--- config.mk ---
export PLATFORM = sky130hd
export DESIGN_NAME = idiv_unit
export DESIGN_NICKNAME = d
export VERILOG_FILES = /design/src/rtl/idiv_pkg.sv /design/src/rtl/idiv_prep.sv /design/src/rtl/idiv_step.sv /design/src/rtl/idiv_post.sv /design/src/rtl/idiv_unit.sv
export SDC_FILE = /design/constraint.sdc
export NUM_CORES = 1
export LEC_CHECK = 0
export ABC_AREA = 1
export BUFFER_PORTS_ARGS = -buffer_cell sky130_fd_sc_hd__clkbuf_2
export CAP_MARGIN = 20
export CORE_MARGIN = 8
export CORE_UTILIZATION = 40
export CTS_BUF_LIST = sky130_fd_sc_hd__clkbuf_16
export CTS_CLUSTER_DIAMETER = 30
export CTS_CLUSTER_SIZE = 20
export DETAILED_ROUTE_END_ITERATION = 7
export HOLD_SLACK_MARGIN = 0.12
export SYNTH_ARGS = -nofsm -noshare
export SYNTH_HDL_FRONTEND = slang
export SYNTH_SLANG_ARGS = --single-unit
export TNS_END_PERCENT = 1
--- constraint.sdc ---
create_clock -name clk -period 2.83 [get_ports clk]
set_input_delay 0.1415 -clock clk [delete_from_list [all_inputs] [get_ports clk]]
set_output_delay 0.1415 -clock clk [all_outputs]
set_load 0.01 [all_outputs]
--- src/rtl/idiv_pkg.sv ---
package idiv_pkg;

    typedef enum logic [1:0] {
        ST_IDLE = 2'd0,
        ST_RUN  = 2'd1,
        ST_FIN  = 2'd2
    } state_e;

    localparam logic [1:0] FORM_SHORT = 2'b00;
    localparam logic [1:0] FORM_WORD  = 2'b01;
    localparam logic [1:0] FORM_PAIR  = 2'b10;

endpackage

--- src/rtl/idiv_prep.sv ---
// Operand conditioning: magnitudes, result signs, loop length, zero test.
module idiv_prep #(
    parameter int XLEN = 32,
    parameter int DW   = 2 * XLEN,
    parameter int CW   = $clog2(DW + 1)
) (
    input  logic [1:0]      form,
    input  logic            sgn,
    input  logic [XLEN-1:0] src_lo,
    input  logic [XLEN-1:0] src_hi,
    input  logic [XLEN-1:0] divisor,
    output logic [DW-1:0]   qinit,
    output logic [XLEN-1:0] den_mag,
    output logic            q_neg,
    output logic            r_neg,
    output logic [CW-1:0]   steps,
    output logic            den_zero
);
    localparam int HLEN = XLEN / 2;

    logic            is_short, is_pair;
    logic [XLEN-1:0] den_raw;
    logic [DW-1:0]   num_raw, num_mag;
    logic            num_neg, den_neg;

    always_comb begin
        is_short = (form == idiv_pkg::FORM_SHORT);
        is_pair  = (form == idiv_pkg::FORM_PAIR);

        if (is_short)
            den_raw = {{HLEN{sgn & divisor[HLEN-1]}}, divisor[HLEN-1:0]};
        else
            den_raw = divisor;
        den_neg  = sgn & den_raw[XLEN-1];
        den_mag  = den_neg ? (~den_raw + 1'b1) : den_raw;
        den_zero = (den_raw == '0);

        if (is_pair)
            num_raw = {src_hi, src_lo};
        else
            num_raw = {{XLEN{sgn & src_lo[XLEN-1]}}, src_lo};
        num_neg = sgn & num_raw[DW-1];
        num_mag = num_neg ? (~num_raw + 1'b1) : num_raw;

        qinit = is_pair ? num_mag : {num_mag[XLEN-1:0], {XLEN{1'b0}}};
        steps = is_pair ? CW'(DW) : CW'(XLEN);
        q_neg = num_neg ^ den_neg;
        r_neg = num_neg;
    end
endmodule

--- src/rtl/idiv_step.sv ---
// One restoring iteration: shift one dividend bit in, trial-subtract.
module idiv_step #(
    parameter int XLEN = 32,
    parameter int DW   = 2 * XLEN
) (
    input  logic [XLEN-1:0] part_in,
    input  logic [DW-1:0]   qacc_in,
    input  logic [XLEN-1:0] den,
    output logic [XLEN-1:0] part_out,
    output logic [DW-1:0]   qacc_out
);
    logic [XLEN:0] shifted, trial;

    always_comb begin
        shifted = {part_in, qacc_in[DW-1]};
        trial   = shifted - {1'b0, den};
        if (!trial[XLEN]) begin
            part_out = trial[XLEN-1:0];
            qacc_out = {qacc_in[DW-2:0], 1'b1};
        end else begin
            part_out = shifted[XLEN-1:0];
            qacc_out = {qacc_in[DW-2:0], 1'b0};
        end
    end
endmodule

--- src/rtl/idiv_post.sv ---
// Sign restore, overflow detection, packing, flags and write-enable rules.
module idiv_post #(
    parameter int XLEN = 32,
    parameter int DW   = 2 * XLEN
) (
    input  logic [DW-1:0]   qmag,
    input  logic [XLEN-1:0] rmag,
    input  logic            q_neg,
    input  logic            r_neg,
    input  logic [1:0]      form,
    input  logic            sgn,
    input  logic            lean,
    input  logic            same_idx,
    output logic [XLEN-1:0] quo,
    output logic [XLEN-1:0] rem,
    output logic            q_we,
    output logic            r_we,
    output logic            ovf,
    output logic            n,
    output logic            z
);
    localparam int HLEN = XLEN / 2;

    logic            is_short, is_pair;
    logic [DW-1:0]   qv, half, full;
    logic [XLEN-1:0] rv;

    always_comb begin
        is_short = (form == idiv_pkg::FORM_SHORT);
        is_pair  = (form == idiv_pkg::FORM_PAIR);
        qv   = q_neg ? (~qmag + 1'b1) : qmag;
        rv   = r_neg ? (~rmag + 1'b1) : rmag;
        half = is_short ? (DW'(1) << (HLEN - 1)) : (DW'(1) << (XLEN - 1));
        full = half << 1;

        if (sgn)
            ovf = q_neg ? (qmag > half) : (qmag >= half);
        else
            ovf = (qmag >= full);

        if (is_short) begin
            n   = qv[HLEN-1];
            z   = (qv[HLEN-1:0] == '0);
            quo = {rv[HLEN-1:0], qv[HLEN-1:0]};
        end else begin
            n   = qv[XLEN-1];
            z   = (qv[XLEN-1:0] == '0);
            quo = qv[XLEN-1:0];
        end
        rem = rv;

        if (ovf) begin
            q_we = 1'b0;
            r_we = 1'b0;
        end else if (is_short) begin
            q_we = 1'b1;
            r_we = 1'b0;
        end else if (!is_pair && lean) begin
            q_we = same_idx;
            r_we = !same_idx;
        end else begin
            q_we = 1'b1;
            r_we = !same_idx;
        end
    end
endmodule

--- src/rtl/idiv_unit.sv ---
module idiv_unit #(
    parameter int XLEN = 32,
    parameter int RIDX = 3
) (
    input  logic            clk,
    input  logic            rst_n,
    input  logic            start,
    input  logic [1:0]      form,
    input  logic            is_signed,
    input  logic            lean_pair,
    input  logic [XLEN-1:0] src_lo,
    input  logic [XLEN-1:0] src_hi,
    input  logic [XLEN-1:0] divisor,
    input  logic [RIDX-1:0] quo_idx,
    input  logic [RIDX-1:0] rem_idx,
    output logic            busy,
    output logic            done,
    output logic            div0_trap,
    output logic [XLEN-1:0] quo_data,
    output logic [XLEN-1:0] rem_data,
    output logic            quo_we,
    output logic            rem_we,
    output logic [RIDX-1:0] quo_widx,
    output logic [RIDX-1:0] rem_widx,
    output logic            flags_we,
    output logic            n_we,
    output logic            flag_n,
    output logic            flag_z,
    output logic            flag_v,
    output logic            flag_c
);
    import idiv_pkg::*;

    localparam int DW = 2 * XLEN;
    localparam int CW = $clog2(DW + 1);

    typedef struct packed {
        state_e          st;
        logic [CW-1:0]   cnt;
        logic [XLEN-1:0] part;
        logic [DW-1:0]   qacc;
        logic [XLEN-1:0] den;
        logic            qneg;
        logic            rneg;
        logic [1:0]      form;
        logic            sgn;
        logic            lean;
        logic            dz;
        logic [RIDX-1:0] qi;
        logic [RIDX-1:0] ri;
        logic            done;
        logic            trap;
        logic [XLEN-1:0] qo;
        logic [XLEN-1:0] ro;
        logic            qwe;
        logic            rwe;
        logic            fwe;
        logic            nwe;
        logic            n;
        logic            z;
        logic            v;
        logic            c;
    } regs_t;

    regs_t nxt_d, cur_q;

    logic [DW-1:0]   p_qinit;
    logic [XLEN-1:0] p_den;
    logic            p_qneg, p_rneg, p_dz;
    logic [CW-1:0]   p_steps;
    logic [XLEN-1:0] s_part;
    logic [DW-1:0]   s_qacc;
    logic [XLEN-1:0] o_quo, o_rem;
    logic            o_qwe, o_rwe, o_ovf, o_n, o_z;

    idiv_prep #(.XLEN(XLEN), .DW(DW), .CW(CW)) u_prep (
        .form     (form),
        .sgn      (is_signed),
        .src_lo   (src_lo),
        .src_hi   (src_hi),
        .divisor  (divisor),
        .qinit    (p_qinit),
        .den_mag  (p_den),
        .q_neg    (p_qneg),
        .r_neg    (p_rneg),
        .steps    (p_steps),
        .den_zero (p_dz)
    );

    idiv_step #(.XLEN(XLEN), .DW(DW)) u_step (
        .part_in  (cur_q.part),
        .qacc_in  (cur_q.qacc),
        .den      (cur_q.den),
        .part_out (s_part),
        .qacc_out (s_qacc)
    );

    idiv_post #(.XLEN(XLEN), .DW(DW)) u_post (
        .qmag     (cur_q.qacc),
        .rmag     (cur_q.part),
        .q_neg    (cur_q.qneg),
        .r_neg    (cur_q.rneg),
        .form     (cur_q.form),
        .sgn      (cur_q.sgn),
        .lean     (cur_q.lean),
        .same_idx (cur_q.qi == cur_q.ri),
        .quo      (o_quo),
        .rem      (o_rem),
        .q_we     (o_qwe),
        .r_we     (o_rwe),
        .ovf      (o_ovf),
        .n        (o_n),
        .z        (o_z)
    );

    always_comb begin
        nxt_d      = cur_q;
        nxt_d.done = 1'b0;
        nxt_d.trap = 1'b0;
        nxt_d.qwe  = 1'b0;
        nxt_d.rwe  = 1'b0;
        nxt_d.fwe  = 1'b0;
        nxt_d.nwe  = 1'b0;
        case (cur_q.st)
            ST_IDLE: begin
                if (start) begin
                    nxt_d.part = '0;
                    nxt_d.qacc = p_qinit;
                    nxt_d.den  = p_den;
                    nxt_d.qneg = p_qneg;
                    nxt_d.rneg = p_rneg;
                    nxt_d.form = form;
                    nxt_d.sgn  = is_signed;
                    nxt_d.lean = lean_pair;
                    nxt_d.dz   = p_dz;
                    nxt_d.qi   = quo_idx;
                    nxt_d.ri   = rem_idx;
                    nxt_d.cnt  = p_steps - 1'b1;
                    nxt_d.st   = p_dz ? ST_FIN : ST_RUN;
                end
            end
            ST_RUN: begin
                nxt_d.part = s_part;
                nxt_d.qacc = s_qacc;
                if (cur_q.cnt == '0)
                    nxt_d.st = ST_FIN;
                else
                    nxt_d.cnt = cur_q.cnt - 1'b1;
            end
            ST_FIN: begin
                nxt_d.st   = ST_IDLE;
                nxt_d.done = 1'b1;
                if (cur_q.dz) begin
                    nxt_d.trap = 1'b1;
                end else begin
                    nxt_d.qo  = o_quo;
                    nxt_d.ro  = o_rem;
                    nxt_d.qwe = o_qwe;
                    nxt_d.rwe = o_rwe;
                    nxt_d.fwe = 1'b1;
                    nxt_d.c   = 1'b0;
                    nxt_d.v   = o_ovf;
                    nxt_d.z   = o_ovf ? 1'b0 : o_z;
                    if (!o_ovf) begin
                        nxt_d.nwe = 1'b1;
                        nxt_d.n   = o_n;
                    end
                end
            end
            default: nxt_d.st = ST_IDLE;
        endcase
    end

    always_ff @(posedge clk or negedge rst_n) begin
        if (!rst_n)
            cur_q <= '0;
        else
            cur_q <= nxt_d;
    end

    assign busy      = (cur_q.st != ST_IDLE);
    assign done      = cur_q.done;
    assign div0_trap = cur_q.trap;
    assign quo_data  = cur_q.qo;
    assign rem_data  = cur_q.ro;
    assign quo_we    = cur_q.qwe;
    assign rem_we    = cur_q.rwe;
    assign quo_widx  = cur_q.qi;
    assign rem_widx  = cur_q.ri;
    assign flags_we  = cur_q.fwe;
    assign n_we      = cur_q.nwe;
    assign flag_n    = cur_q.n;
    assign flag_z    = cur_q.z;
    assign flag_v    = cur_q.v;
    assign flag_c    = cur_q.c;

endmodule

Word level (Yosys, flattened, before mapping)
Cells that the tools add are included.
{"block": "word_totals", "register_bits": 223, "in_bits": 109, "out_inout_bits": 81, "wordCells": 103}
{"block": "op_classes", "addsub": 7, "n_lt_le_gt_ge": 3, "eq_ne": 8, "muxes": 32, "bitwise_logic": 11, "n_reduce_logical": 18}
{"cell": "two-way mux 32 bit", "n": 7}
{"cell": "one-hot mux 103 bit (2 select lines)", "n": 1}
{"cell": "two-way mux 64 bit", "n": 3}
{"cell": "two-way mux 150 bit", "n": 1}
{"cell": "adder 32 x 1 -> 32 bit (second input constant)", "n": 3}
{"cell": "inverter 32 bit", "n": 3}
{"cell": "two-way mux 74 bit", "n": 1}
{"cell": "two-way mux 72 bit", "n": 1}
{"cell": "adder 64 x 1 -> 64 bit (second input constant)", "n": 1}
{"cell": "greater-or-equal comparator 64 x 32 -> 1 bit", "n": 1}
{"cell": "greater-or-equal comparator 64 x 33 -> 1 bit", "n": 1}
{"cell": "> comparator 64 x 32 -> 1 bit", "n": 1}
{"cell": "logical NOT 32 bit", "n": 2}
{"cell": "inverter 64 bit", "n": 1}
{"cell": "subtractor 33 x 32 -> 33 bit", "n": 1}
{"cell": "logical NOT 16 bit", "n": 1}
{"cell": "two-way mux 7 bit", "n": 2}
{"cell": "subtractor 7 x 1 -> 7 bit (second input constant)", "n": 2}
{"cell": "two-way mux 1 bit", "n": 12}
{"cell": "AND reduction 2 bit", "n": 4}
{"cell": "logical NOT 7 bit", "n": 1}
{"cell": "== test 2 bit (second input constant)", "n": 3}
{"cell": "logical NOT 2 bit", "n": 3}
{"cell": "two-way mux 2 bit", "n": 3}
{"cell": "11 further kinds", "n": 20}

Logic depth before layout (Yosys ltp)
Gate-level depths: netlist of the first run.
{"block": "logic_depth", "ltp_word": 8, "ltp_mapped": 18, "ltp_nobuf": 17}

By module
From an unflattened synthesis of the first run, not the netlist that was laid out.
{"block": "hier_totals", "cells_unflattened": 3184, "hier_area_um2": 19747.7}
{"module": "idiv_unit", "instances": 1, "cells_per_inst": 1084, "area_per_inst_um2": 9545.4, "seq_area_each_um2": 5580.4}
{"module": "idiv_prep", "instances": 1, "cells_per_inst": 874, "area_per_inst_um2": 4167.7, "seq_area_each_um2": 0.0}
{"module": "idiv_step", "instances": 1, "cells_per_inst": 743, "area_per_inst_um2": 3623.5, "seq_area_each_um2": 0.0}
{"module": "idiv_post", "instances": 1, "cells_per_inst": 483, "area_per_inst_um2": 2411.1, "seq_area_each_um2": 0.0}

Worst setup path before layout of the first run
OpenSTA, ideal clock, no wires.
{"block": "synth_path", "kind": "reg-to-reg", "startpoint": "reg cur_q[182] (netlist bit)", "endpoint": "reg cur_q[189] (netlist bit)", "setup_ns": 0.118, "t_arrival_ns": 2.172, "required_ns": 2.712, "slack_ns": 0.540, "stages_incl_launch_ff": 18, "path_buffers": 1, "synth_period_minus_slack_ns": 2.290, "path_cell_list": "dfrtp_1 > inv_1 > ha_1 > inv_1 > fa_1 > nand3_1 > nand2_1 > nand2_1 > nand2_1 > nand2_1 > nand2_1 > nand3b_1 > nand3_1 > nand2_4 > buf_4 > o21ai_0 > nand3_1 > nand2_1"}
{"block": "synth_between", "elab_chain_len": 3}
{"item": "start, declared", "line_no": "idiv_unit.sv:65", "text": "regs_t nxt_d, cur_q;"}
{"item": "start signal, assigned", "line_no": "idiv_unit.sv:178", "text": "cur_q <= nxt_d;"}
{"item": "subtractor 33 x 32 -> 33 bit", "line_no": "idiv_step.sv:16", "text": "trial = shifted - {1'b0, den};"}
{"item": "two-way mux 32 bit", "line_no": "idiv_step.sv:17", "text": "if (!trial[XLEN]) begin"}
{"item": "one-hot mux 103 bit (2 select lines)", "line_no": "idiv_unit.sv:124", "text": "case (cur_q.st)"}
No other way between the ends.
A chain may end at the register's enable or synchronous reset.

Final worst setup path of the first run
{"block": "layout_path", "startpoint": "in src_lo[0]", "endpoint": "reg cur_q[159] (netlist bit)"}
{"block": "layout_between", "elab_chain_len": 7}
{"item": "start, declared", "line_no": "idiv_unit.sv:11", "text": "input logic [XLEN-1:0] src_lo,"}
{"item": "two-way mux 64 bit", "line_no": "idiv_prep.sv:38", "text": "if (is_pair)"}
{"item": "inverter 64 bit", "line_no": "idiv_prep.sv:43", "text": "num_mag = num_neg ? (~num_raw + 1'b1) : num_raw;"}
{"item": "adder 64 x 1 -> 64 bit", "line_no": "idiv_prep.sv:43"}
{"item": "two-way mux 64 bit", "line_no": "idiv_prep.sv:43"}
{"item": "two-way mux 64 bit", "line_no": "idiv_prep.sv:45", "text": "qinit = is_pair ? num_mag : {num_mag[XLEN-1:0], {XLEN{1'b0}}};"}
{"item": "two-way mux 150 bit", "line_no": "idiv_unit.sv:126", "text": "if (start) begin"}
{"item": "one-hot mux 103 bit (2 select lines)", "line_no": "idiv_unit.sv:124"}
No other way between the ends. The select of a mux whose other input is x is not followed.

==> results of run 1 <==
==> flip-flops by register name (all words and copies together) (netlist names) <==
signal and count:
rem_data 32, cur_q 144, flag_n 1, quo_widx 3, flag_v 1, flag_z 1
done 1, flags_we 1, rem_we 1, rem_widx 3, quo_data 32, quo_we 1
n_we 1, div0_trap 1
==> cell families after synthesis <==
kind of cell	share of synthesized area (%)
AO/OA/AOI/OAI	13.3
XOR/XNOR	5.41
adder cells (fa/ha/maj)	2.86
buffers and inverters	11.4
flip-flops	32.2
other	0.0217
AND/OR/NAND/NOR	34.7
==> how the worst max path moves through the flow <==
stage	slack, ns	endpoint	start	cells after the start
finish	0.17	cur_q[159]$_DFFE_PN0P_	src_lo[0]	16
floorplan	0.54	cur_q[189]$_DFFE_PN0P_	cur_q[182]$_DFFE_PN0P_	17
CTS	0.04	cur_q[159]$_DFFE_PN0P_	src_lo[0]	16
detailed placement	0.13	cur_q[210]$_DFFE_PN0P_	cur_q[182]$_DFFE_PN0P_	17
global placement	0.18	cur_q[198]$_DFFE_PN0P_	cur_q[182]$_DFFE_PN0P_	18
global route	-0.006	cur_q[159]$_DFFE_PN0P_	src_lo[0]	16
==> metrics by stage <==
step                hold slack [ns]  std cells  util (%)
finish                        0.142       3546      50.3
global route                  0.180       3546      50.3
CTS                           0.128       3542      50.1
detailed placement            0.233       3335      43.4
global placement              0.247       3335      43.4
floorplan                    -0.154       2662         -
==> metal layers <==
layer  vias up  routed length (µm)  GRT usage [%]  share of wire, %
li1       9080                   -              -                 -
met1      8495               30600           36.7                48
met2       624               26900           36.4                42
met3       105                4950           5.35               7.7
met4         0                1810           8.16               2.8
met5         -                   0              0                 0
==> worst register-to-register path: stages, from the launching register on <==
cell and delay [ns]:
sky130_fd_sc_hd__dfrtp_1 0.38, sky130_fd_sc_hd__inv_1 0.08, sky130_fd_sc_hd__ha_1 0.14, sky130_fd_sc_hd__inv_1 0.08
sky130_fd_sc_hd__fa_2 0.37, sky130_fd_sc_hd__nand3_1 0.08, sky130_fd_sc_hd__nand2_1 0.09, sky130_fd_sc_hd__nand2_1 0.08
sky130_fd_sc_hd__nand2_1 0.10, sky130_fd_sc_hd__nand2_1 0.08, sky130_fd_sc_hd__nand2_1 0.10, sky130_fd_sc_hd__nand3b_1 0.15
sky130_fd_sc_hd__nand2_1 0.08, sky130_fd_sc_hd__nand2_1 0.11, sky130_fd_sc_hd__nand2_4 0.12, sky130_fd_sc_hd__buf_4 0.19
sky130_fd_sc_hd__nand2_1 0.12, sky130_fd_sc_hd__o221ai_1 0.13
==> Yosys cell counts (38+ instances only) <==
| cell | instances | area, µm² |
|---|---|---|
| sky130_fd_sc_hd__nor3_1 | 38 | 190 |
| sky130_fd_sc_hd__nand4_1 | 43 | 269 |
| sky130_fd_sc_hd__dfrtp_1 | 223 | 5580 |
| sky130_fd_sc_hd__ha_1 | 38 | 475 |
| sky130_fd_sc_hd__a21oi_1 | 76 | 380 |
| sky130_fd_sc_hd__inv_1 | 268 | 1010 |
| sky130_fd_sc_hd__xor2_1 | 73 | 639 |
| sky130_fd_sc_hd__a22oi_1 | 44 | 330 |
| sky130_fd_sc_hd__nand3_1 | 206 | 1030 |
| sky130_fd_sc_hd__clkbuf_1 | 58 | 218 |
| sky130_fd_sc_hd__o21ai_0 | 197 | 986 |
| sky130_fd_sc_hd__buf_4 | 80 | 601 |
| sky130_fd_sc_hd__nor2_1 | 325 | 1220 |
| sky130_fd_sc_hd__nand2_1 | 804 | 3020 |
==> cell type report <==
type                            instances  share of cell area (%)
Multi-Input combinational cell       2003                    45.5
Sequential cell                       223                    25.9
Timing Repair Buffer                  355                    11.8
Clock buffer                           56                    6.50
Inverter                              274                    4.78
Tap cell                              585                    3.40
Clock inverter                         50                    2.18
==> power breakdown <==
group	total (mW)	switching [mW]	leakage [nW]	internal (mW)
Clock	6.23	2.07	0.916	4.16
Sequential	5.70	1.21	2.84	4.49
Combinational	14.0	9.02	7.08	4.94
==> timing repair <==
| item | CTS | global route |
|---|---|---|
| setup endpoints to repair | 0 | 21 |
| hold endpoints to repair | 182 | 0 |
| setup buffers | 0 | 4 |
| gates resized for setup | 0 | 8 |
| hold buffers | 101 | 0 |
==> results.cfg, run 1 <==
[worst_hold_path]
hold_class = primary input to flop
whs_path_depth = 5
worstHoldEndpoint = cur_q[118]$_DFFE_PN0P_
timing.hold.worst.start = divisor[31]

[pwr]
power.density_cell_area_nw_per_um2 = 1200
vdd.ir_drop.worst_v = 0.000666
cellLeakagePower_nw = 10.8
total_power_mw = 25.9

[clock_network]
clk_path_buf_depth = 3
worstSkewPairLatency_ns = 0.59
cts_made_buffers = 56
cts_tree = yes
cts_num_sinks = 223
cts_root_buffer = sky130_fd_sc_hd__clkbuf_16
cts_htree_levels = 2
cts.clk_slew.worst_paths_ns = 0.05

[sta]
post-route-period-util_pct = 94.1
fin_crit_ns = 2.66
fin_setup_tns_ns = 0
timing.final.hold_violations = 0
final_worst_clock_skew_ns = 0.0238
fin_ws_ns = 0.168
achievable-frequency_ghz = 0.376
slew_violations = 0
max_slew_margin_pct = 37.1
setup-violations-final = 0
worstMarginPinSlew_ns = 0.944

[placement]
routabilityCongestion = 0.956
pre_cts_slack_ns = 0.126
place.detailed.hpwl_um = 49900
post_dp_cell_area_um2 = 18600
buffer_ports.inserted = 188

[critical_path]
reg2regPathDepth = 17
worst_path_dominant_cell_family = buffers and inverters
worst-path-buf-inv = 5
crit_arrival_ns = 3.13
reg2reg_slack_ns = 0.20
crit_path_max_fanout = 4
worstSetupEndpointType = flop
max_stage_delay_ns = 0.55
worst-setup-path-type = primary input to flop
regToRegStartpoint = cur_q[182]$_DFFE_PN0P_
path_cells = dlygate4sd3_1, clkbuf_2, inv_1, ha_1, nand2_1, nor3_4, nand3_2, nor2_1, nand3_1, nand2_4, inv_1, nor2_1, nand2_1, nand3_1, dlygate4sd3_1, o21ai_1
cp_slowest_cell = sky130_fd_sc_hd__dlygate4sd3_1
worstPathRequired_ns = 3.30
crit_path_start_kind = primary input
r2r_end = cur_q[119]$_DFFE_PN0P_

[drt]
routed_wire_length_per_instance_um = 18.1
total_wirelength_um = 64300
drt_iter0_drc = 1771
vias = 18304
detail_route.vias_per_cell = 5.16
post_detailed_route_count_of_antenna_violating_nets = 0
drt-pass1-iter-count = 6
drt_drc_violations_left = 0

[final_layout]
total_inserted_antenna_cells = 0
postLayoutCellArea_um2 = 21600
finish.net_count = 3061
syn_to_final_growth_pct = 24.5
layout_common_cells = sky130_fd_sc_hd__nand2_1 (803), sky130_fd_sc_hd__nor2_1 (321), sky130_fd_sc_hd__inv_1 (268)
layout.area.seq_um2 = 5580
layout.cells.most_common = sky130_fd_sc_hd__nand2_1
layout.filler_cells = 4303
multi_input_comb_area_um2 = 9800
drive_gt1_share_pct = 13.0

[yosys]
synth_flop_cell = sky130_fd_sc_hd__dfrtp_1
synthesis_stage_register_bit_count = 223
synthCells = 2662
yosysWarningCount = 0
edff_count_synth = 0
ys_async_sr_fraction_pct = 100
postSynthAreaPerCell_um2 = 6.50
synth_seq_area_share_pct = 32.2
synth_cell_type_count = 53
synth_area_um2 = 17300
synth.net_count = 2810

[global_routing]
number_of_global_route_vias_before_repair = 17818
grt_overflow_total = 0
grt_start_max_net_pins = 94
global_route.usage.total_pct = 25.2
initial_antenna_violation_count = 0
grt_first_pass_wirelength_um = 100000

[floorplanning]
floorplan.io_pins = 190
dieWidth_um = 224
die_height_um = 224
initial_utilization_pct = 40.4
placeableCoreArea_um2 = 42900
floorplan.die_area_um2 = 50200
placementRows = 76

[status]
result_of_the_run = finished, final reports clean

[run]
cap_viol_max_count = 0
Note: power is estimated with default switching activity, not from simulation.
==> run 2, diff against run 1 <==
--- a/config.mk
+++ b/config.mk
@@ -17,5 +17,6 @@
 export HOLD_SLACK_MARGIN = 0.12
 export SYNTH_ARGS = -nofsm -noshare
 export SYNTH_HDL_FRONTEND = slang
+export SYNTH_HIERARCHICAL = 1
 export SYNTH_SLANG_ARGS = --single-unit
 export TNS_END_PERCENT = 1
==> results.cfg, run 2 <==
[critical_path]
path_cells = dlygate4sd3_1, clkbuf_2, nor2_2, nand3_1, buf_4, nand2_1, inv_2, nor2_4, buf_4, o31ai_1, xor2_1, dlygate4sd3_1, nand2_1, nand2_1
crit_path_start_kind = primary input
worst-path-stages = 14
critical_path.most_common_cell = sky130_fd_sc_hd__nand2_1
worst-path-buf-inv = 6
cp_slowest_cell = sky130_fd_sc_hd__dlygate4sd3_1
worst_path_dominant_cell_family = buffers and inverters
crit_path_max_fanout = 30
worstSetupEndpointType = flop
max_stage_delay_ns = 0.56
reg2regPathDepth = 15
crit_arrival_ns = 3.13
worst-setup-path-type = primary input to flop
worstPathRequired_ns = 3.31

[final_layout]
registers.top_by_ff_count = cur_q
total_inserted_antenna_cells = 0
drive_gt1_share_pct = 12.5
layout_common_cells = sky130_fd_sc_hd__nand2_1 (1291), sky130_fd_sc_hd__inv_1 (347), sky130_fd_sc_hd__nor2_1 (308)
syn_to_final_growth_pct = 16.6
postLayoutCellArea_um2 = 23000
finish.net_count = 3461
final_cells = 4023
layout.cells.most_common = sky130_fd_sc_hd__nand2_1
largest_reg_flops = 144

[drt]
routed_wire_length_per_instance_um = 15.8
detail_route.vias_per_cell = 4.90
post_detailed_route_count_of_antenna_violating_nets = 0
drt-pass1-iter-count = 7
vias = 19707
drt_iter0_drc = 1725
drt_drc_violations_left = 0
total_wirelength_um = 63500

[yosys]
postSynthAreaPerCell_um2 = 6.20
synth_area_um2 = 19700
synth_cell_type_count = 52
synth_largest_type_area_fraction_pct = 28.3
synth_common_cells = sky130_fd_sc_hd__nand2_1 (1291), sky130_fd_sc_hd__inv_1 (344), sky130_fd_sc_hd__nor2_1 (309), sky130_fd_sc_hd__nand3_1 (258), sky130_fd_sc_hd__dfrtp_1 (223)
synthTopCellsByArea = sky130_fd_sc_hd__dfrtp_1 (28%), sky130_fd_sc_hd__nand2_1 (25%), sky130_fd_sc_hd__nand3_1 (6.5%), sky130_fd_sc_hd__inv_1 (6.5%), sky130_fd_sc_hd__buf_4 (6.0%)
synthCells = 3184
yosysWarningCount = 6
synth_flop_cell = sky130_fd_sc_hd__dfrtp_1
synth_top_cell_by_area = sky130_fd_sc_hd__dfrtp_1
ys_async_sr_fraction_pct = 100
edff_count_synth = 0
synthesis_stage_register_bit_count = 223
yosys.cell_count.top_type = sky130_fd_sc_hd__nand2_1
synth_seq_area_share_pct = 28.3

[sta]
holdWs_ns = 0.145
fin_crit_ns = 2.65
timing.final.hold_violations = 0
achievable-frequency_ghz = 0.377
unrepaired_setup_endpoints_after_global_routing = false
fin_setup_tns_ns = 0
setup-violations-final = 0
post-route-period-util_pct = 93.6
final_worst_clock_skew_ns = 0.0445
slew_violations = 0
max_slew_margin_pct = 49.9
worstMarginPinSlew_ns = 0.748

[placement]
post_dp_cell_area_um2 = 20300
routabilityCongestion = 0.965
dp_cells = 3843
place.detailed.hpwl_um = 49400
buffer_ports.inserted = 188

[pwr]
sw_frac_of_total_pct = 47.4
power.density_cell_area_nw_per_um2 = 1160
p_clk_share_pct = 24.9
cellLeakagePower_nw = 12.6
pwr-share-comb_pct = 53.4
cell_internal_pwr_mw = 14.0
power_switching_mw = 12.7
pwr-share-seq_pct = 21.7
vdd.ir_drop.worst_v = 0.000646

[global_routing]
grt_overflow_total = 0
grt_first_pass_wirelength_um = 102000
global_route.usage.total_pct = 22.1
number_of_global_route_vias_before_repair = 18979
initial_antenna_violation_count = 0
grt_start_max_net_pins = 102

[floorplanning]
floorplan.die_area_um2 = 56700
floorplan.io_pins = 190
initial_utilization_pct = 40.4
placementRows = 81
die_height_um = 238
placeableCoreArea_um2 = 48800
dieWidth_um = 238

[status]
result_of_the_run = finished, final reports clean

[clock_network]
cts_htree_levels = 2
cts_setup_buffers = 0
clk_path_buf_depth = 3
cts_made_buffers = 57
cts_root_buffer = sky130_fd_sc_hd__clkbuf_16
cts.clk_slew.worst_paths_ns = 0.05
cts_tree = yes
cts_num_sinks = 223
worstSkewPairLatency_ns = 0.61

[worst_hold_path]
hold_class = primary input to flop
whs_path_depth = 7

[run]
cap_viol_max_count = 0
[run 2: cell types whose count changed in the layout (fill, tap and decap cells not counted), sizes merged, moves of 26 or more]
cell         previous run  this run
a21oi                  77        39
a22o                    0        32
a22oi                  44         0
dlygate4sd3           101        75
inv                   281       371
nand2                 809      1314
nand3                 208       261
o21ai                 228        67
[run 2: area by class of cell]
| type | count | area, µm² |
|---|---|---|
| Timing Repair Buffer | 310 | 2140 |
| Fill cell | 5230 | 25800 |
| Clock buffer | 57 | 1430 |
| Clock inverter | 48 | 566 |
| Inverter | 361 | 1360 |
| Tap cell | 664 | 831 |
| Multi-Input combinational cell | 2360 | 11100 |
| Sequential cell | 223 | 5580 |
[run 2: cell families (layout without fill, tap and decap cells)]
| logic type | Yosys count | after routing | synth area share [%] |
|---|---|---|---|
| AND/OR/NAND/NOR | 2016 | 2016 | 42.5 |
| buffers and inverters | 605 | 776 | 15.5 |
| flip-flops | 223 | 223 | 28.3 |
| AO/OA/AOI/OAI | 180 | 180 | 5.88 |
| XOR/XNOR | 119 | 119 | 5.28 |
| adder cells (fa/ha/maj) | 39 | 39 | 2.51 |
| other | 2 | 6 | 0.0380 |
[run 2: through the flow]
step,setup slack [ns],total power [mW],util [%]
after global placement,0.230,19.8,41.5
after floorplan,0.534,17.2,-
after global routing,0.0514,29.2,47.1
after CTS,0.0851,26.7,47.1
final,0.180,26.7,47.1
after detailed placement,0.242,19.9,41.5
[run 2: worst reg2reg max path: stages (launching register included)]
cell                      delay (ns)
sky130_fd_sc_hd__dfrtp_1        0.40
sky130_fd_sc_hd__inv_1          0.12
sky130_fd_sc_hd__ha_1           0.17
sky130_fd_sc_hd__nand3_1        0.16
sky130_fd_sc_hd__inv_2          0.10
sky130_fd_sc_hd__nand3_2        0.10
sky130_fd_sc_hd__nor4_1         0.40
sky130_fd_sc_hd__nand2_1        0.16
sky130_fd_sc_hd__nand2_1        0.09
sky130_fd_sc_hd__nand2_1        0.05
sky130_fd_sc_hd__nand2_1        0.08
sky130_fd_sc_hd__nand3_1        0.18
sky130_fd_sc_hd__nor2_2         0.27
sky130_fd_sc_hd__inv_1          0.08
sky130_fd_sc_hd__nand2_1        0.06
sky130_fd_sc_hd__nand2_1        0.04
[run 2: final timing paths]
path                                           from                       end  slack, ns
hold / removal                           src_hi[25]    cur_q[176]$_DFFE_PN0P_       0.14
setup reg to reg             cur_q[120]$_DFFE_PN0P_        flag_n$_DFFE_PN0P_       0.25
setup / recovery                            form[1]     cur_q[99]$_DFFE_PN0P_       0.18
hold reg to reg            quo_data[14]$_DFFE_PN0P_  quo_data[14]$_DFFE_PN0P_       0.47
max in group asynchronous                     rst_n    cur_q[211]$_DFFE_PN0P_       0.70
min in group asynchronous                     rst_n    cur_q[212]$_DFFE_PN0P_       0.62
[run 2: repair_timing]
action	4_1_cts	5_1_grt
gates resized for setup	0	2
hold buffers	75	0
hold endpoints to repair	294	0
endpoints found under the setup margin	0	4
[run 2: routing by layer]
layer / GRT usage (%) / routed length (µm) / up-vias
li1: - / - / 10049
met2: 32.3 / 26300 / 674
met3: 3.62 / 4450 / 120
met5: 0 / 0 / -
met1: 32.3 / 30800 / 8864
met4: 8.06 / 1990 / 0
[run 2: power by group through the flow]
stage	combinational, mW	sequential, mW	clock (mW)
floorplan	11.8	5.39	0
global placement	14.0	5.78	0
detailed placement	14.1	5.82	0
CTS	14.2	5.79	6.75
global route	16.2	6.00	6.93
finish	14.3	5.79	6.64
==> run 3, diff against run 2 <==
--- a/config.mk
+++ b/config.mk
@@ -17,6 +17,5 @@
 export HOLD_SLACK_MARGIN = 0.12
 export SYNTH_ARGS = -nofsm -noshare
 export SYNTH_HDL_FRONTEND = slang
-export SYNTH_HIERARCHICAL = 1
 export SYNTH_SLANG_ARGS = --single-unit
 export TNS_END_PERCENT = 1
==> constraint.sdc (replaced) <==
create_clock -name clk -period 3.1 [get_ports clk]
set_input_delay 0.155 -clock clk [delete_from_list [all_inputs] [get_ports clk]]
set_output_delay 0.155 -clock clk [all_outputs]
set_load 0.01 [all_outputs]
==> results.cfg, run 3 (synthesis gave the netlist of run 1 again) <==
[critical_path]
r2r_end = cur_q[212]$_DFFE_PN0P_
crit_arrival_ns = 3.46
crit_path_start_kind = primary input
worst_path_dominant_cell_family = buffers and inverters
path_cells = dlygate4sd3_1, clkbuf_2, nand3_2, o21ai_4, inv_1, nor2_1, nor2_1, dlygate4sd3_1, o31ai_1, dlygate4sd3_1
crit_path_max_fanout = 13
regToRegStartpoint = cur_q[182]$_DFFE_PN0P_
worstPathRequired_ns = 3.61
reg2regPathDepth = 16
worst-setup-path-type = primary input to flop
critical_path.most_common_cell = sky130_fd_sc_hd__dlygate4sd3_1
reg2reg_slack_ns = 0.34
worstSetupEndpointType = flop
cp_slowest_cell = sky130_fd_sc_hd__dlygate4sd3_1
worst-path-buf-inv = 5
max_stage_delay_ns = 0.57

[floorplanning]
die_height_um = 224
placeableCoreArea_um2 = 42900
floorplan.die_area_um2 = 50200
placementRows = 76
initial_utilization_pct = 40.4
floorplan.io_pins = 190
dieWidth_um = 224

[clock_network]
cts.clk_slew.worst_paths_ns = 0.04
cts_num_sinks = 223
cts_htree_levels = 2
cts_setup_buffers = 0
cts_root_buffer = sky130_fd_sc_hd__clkbuf_16
cts_tree = yes
cts_made_buffers = 59
worstSkewPairLatency_ns = 0.59
clk_path_buf_depth = 3

[placement]
pre_cts_slack_ns = 0.234
buffer_ports.inserted = 188
dp_cells = 3315
place.detailed.hpwl_um = 50500
routabilityCongestion = 1.00

[final_layout]
registers.top_by_ff_count = cur_q
syn_to_final_growth_pct = 23.7
largest_reg_flops = 144
layout.filler_cells = 4385
layout.cells.most_common = sky130_fd_sc_hd__nand2_1
finish.net_count = 3031
drive_gt1_share_pct = 12.2
final_cells = 3519
layout_common_cells = sky130_fd_sc_hd__nand2_1 (804), sky130_fd_sc_hd__nor2_1 (322), sky130_fd_sc_hd__inv_1 (271)

[pwr]
p_clk_share_pct = 26.0
pwr-share-comb_pct = 51.7
vdd.ir_drop.worst_v = 0.000496
cellLeakagePower_nw = 10.8
sw_frac_of_total_pct = 47.1
cell_internal_pwr_mw = 12.5
pwr-share-seq_pct = 22.3
total_power_mw = 23.7
power.density_cell_area_nw_per_um2 = 1110
power_switching_mw = 11.2

[drt]
total_wirelength_um = 65000
routed_wire_length_per_instance_um = 18.5
post_detailed_route_count_of_antenna_violating_nets = 0
detail_route.vias_per_cell = 5.24
drt_drc_violations_left = 0
drt-pass1-iter-count = 7
drt_iter0_drc = 1662
vias = 18454

[sta]
max_slew_margin_pct = 37.7
fin_crit_ns = 2.95
achievable-frequency_ghz = 0.339
timing.final.hold_violations = 0
slew_violations = 0
unrepaired_setup_endpoints_after_global_routing = false
fin_setup_tns_ns = 0
post-route-period-util_pct = 95.2
setup-violations-final = 0
worstMarginPinSlew_ns = 0.934
final_worst_clock_skew_ns = 0.0288
fin_ws_ns = 0.150

[worst_hold_path]
whs_path_depth = 6
hold_class = primary input to flop
worstHoldEndpoint = cur_q[105]$_DFFE_PN0P_
timing.hold.worst.start = divisor[18]

[global_routing]
grt_first_pass_wirelength_um = 102000
global_route.usage.total_pct = 25.4
number_of_global_route_vias_before_repair = 17861
initial_antenna_violation_count = 0
grt_start_max_net_pins = 98
grt_overflow_total = 0

[status]
result_of_the_run = finished, final reports clean

[run]
cap_viol_max_count = 0
-- run 3: cell count changes in the layout (fill, tap and decap cells not counted), sizes merged, moves of 14 or more --
cell         before  now
nand2          1314  809
xor2             96   73
inv             371  280
o21ai            67  228
a21oi            39   77
a22oi             0   44
o221ai            2   16
a22o             32    0
nand3           261  208
dlygate4sd3      75   92
-- run 3: worst max path at each step --
stage                                       from                endpoint  slack (ns)  cells past startpoint
after floorplan           cur_q[182]$_DFFE_PN0P_  cur_q[189]$_DFFE_PN0P_        0.81                     17
after global placement                   form[0]  cur_q[118]$_DFFE_PN0P_        0.20                      9
after detailed placement                 form[0]  cur_q[118]$_DFFE_PN0P_        0.23                      9
after CTS                            divisor[15]   cur_q[90]$_DFFE_PN0P_        0.03                     10
after global routing                   src_lo[0]  cur_q[175]$_DFFE_PN0P_        0.02                     14
final                                divisor[15]   cur_q[90]$_DFFE_PN0P_        0.15                     10
-- run 3: timing repair --
| action | 4_1_cts | 5_1_grt |
|---|---|---|
| gates resized for setup | 0 | 2 |
| setup endpoints to repair | 0 | 2 |
| endpoints found under the hold margin | 181 | 0 |
| hold buffers | 92 | 0 |
-- run 3: final cells by class --
type	count	area, µm²	area share, %
multi-input combinational	2003	9780	45.7
sequential	223	5580	26.1
timing repair buffer	322	2250	10.5
clock buffer	61	1530	7.13
inverter	274	1030	4.82
tap	585	732	3.42
clock inverter	50	507	2.37
antenna	1	2.50	0.0117
-- run 3: power groups by stage --
| stage | Clock (mW) | Combinational, mW | Sequential, mW |
|---|---|---|---|
| 2_1_floorplan | 0 | 9.04 | 4.86 |
| 3_3_place_gp | 0 | 12.0 | 5.24 |
| 3_5_place_dp | 0 | 12.0 | 5.28 |
| 4_1_cts | 6.23 | 12.2 | 5.25 |
| 5_1_grt | 6.39 | 13.9 | 5.43 |
| 6_report | 6.15 | 12.3 | 5.29 |
-- run 3: metrics by stage --
step	instance area [µm²]	util, %	hold slack [ns]
6_report	21400	49.9	0.144
5_1_grt	21400	49.9	0.176
4_1_cts	21400	49.9	0.120
3_5_place_dp	18400	43.0	0.240
3_3_place_gp	18400	43.0	0.242
2_1_floorplan	17300	-	-0.141
-- run 3: per-layer routing --
metal | track usage, % | part of all wire, % | up-vias | wire length (µm)
met5 | 0 | 0 | - | 0
met2 | 37.9 | 43 | 683 | 27700
met1 | 37.3 | 48 | 8661 | 31200
li1 | - | - | 9027 | -
met4 | 6.20 | 2.0 | 0 | 1290
met3 | 4.71 | 7.4 | 83 | 4780
-- run 3: worst min-delay path: stages --
cell                       delay [ns]
sky130_fd_sc_hd__clkbuf_2        0.08
sky130_fd_sc_hd__nand2_1         0.05
sky130_fd_sc_hd__nand2_1         0.08
sky130_fd_sc_hd__inv_1           0.10
sky130_fd_sc_hd__xor2_1          0.07
sky130_fd_sc_hd__o21ai_0         0.13
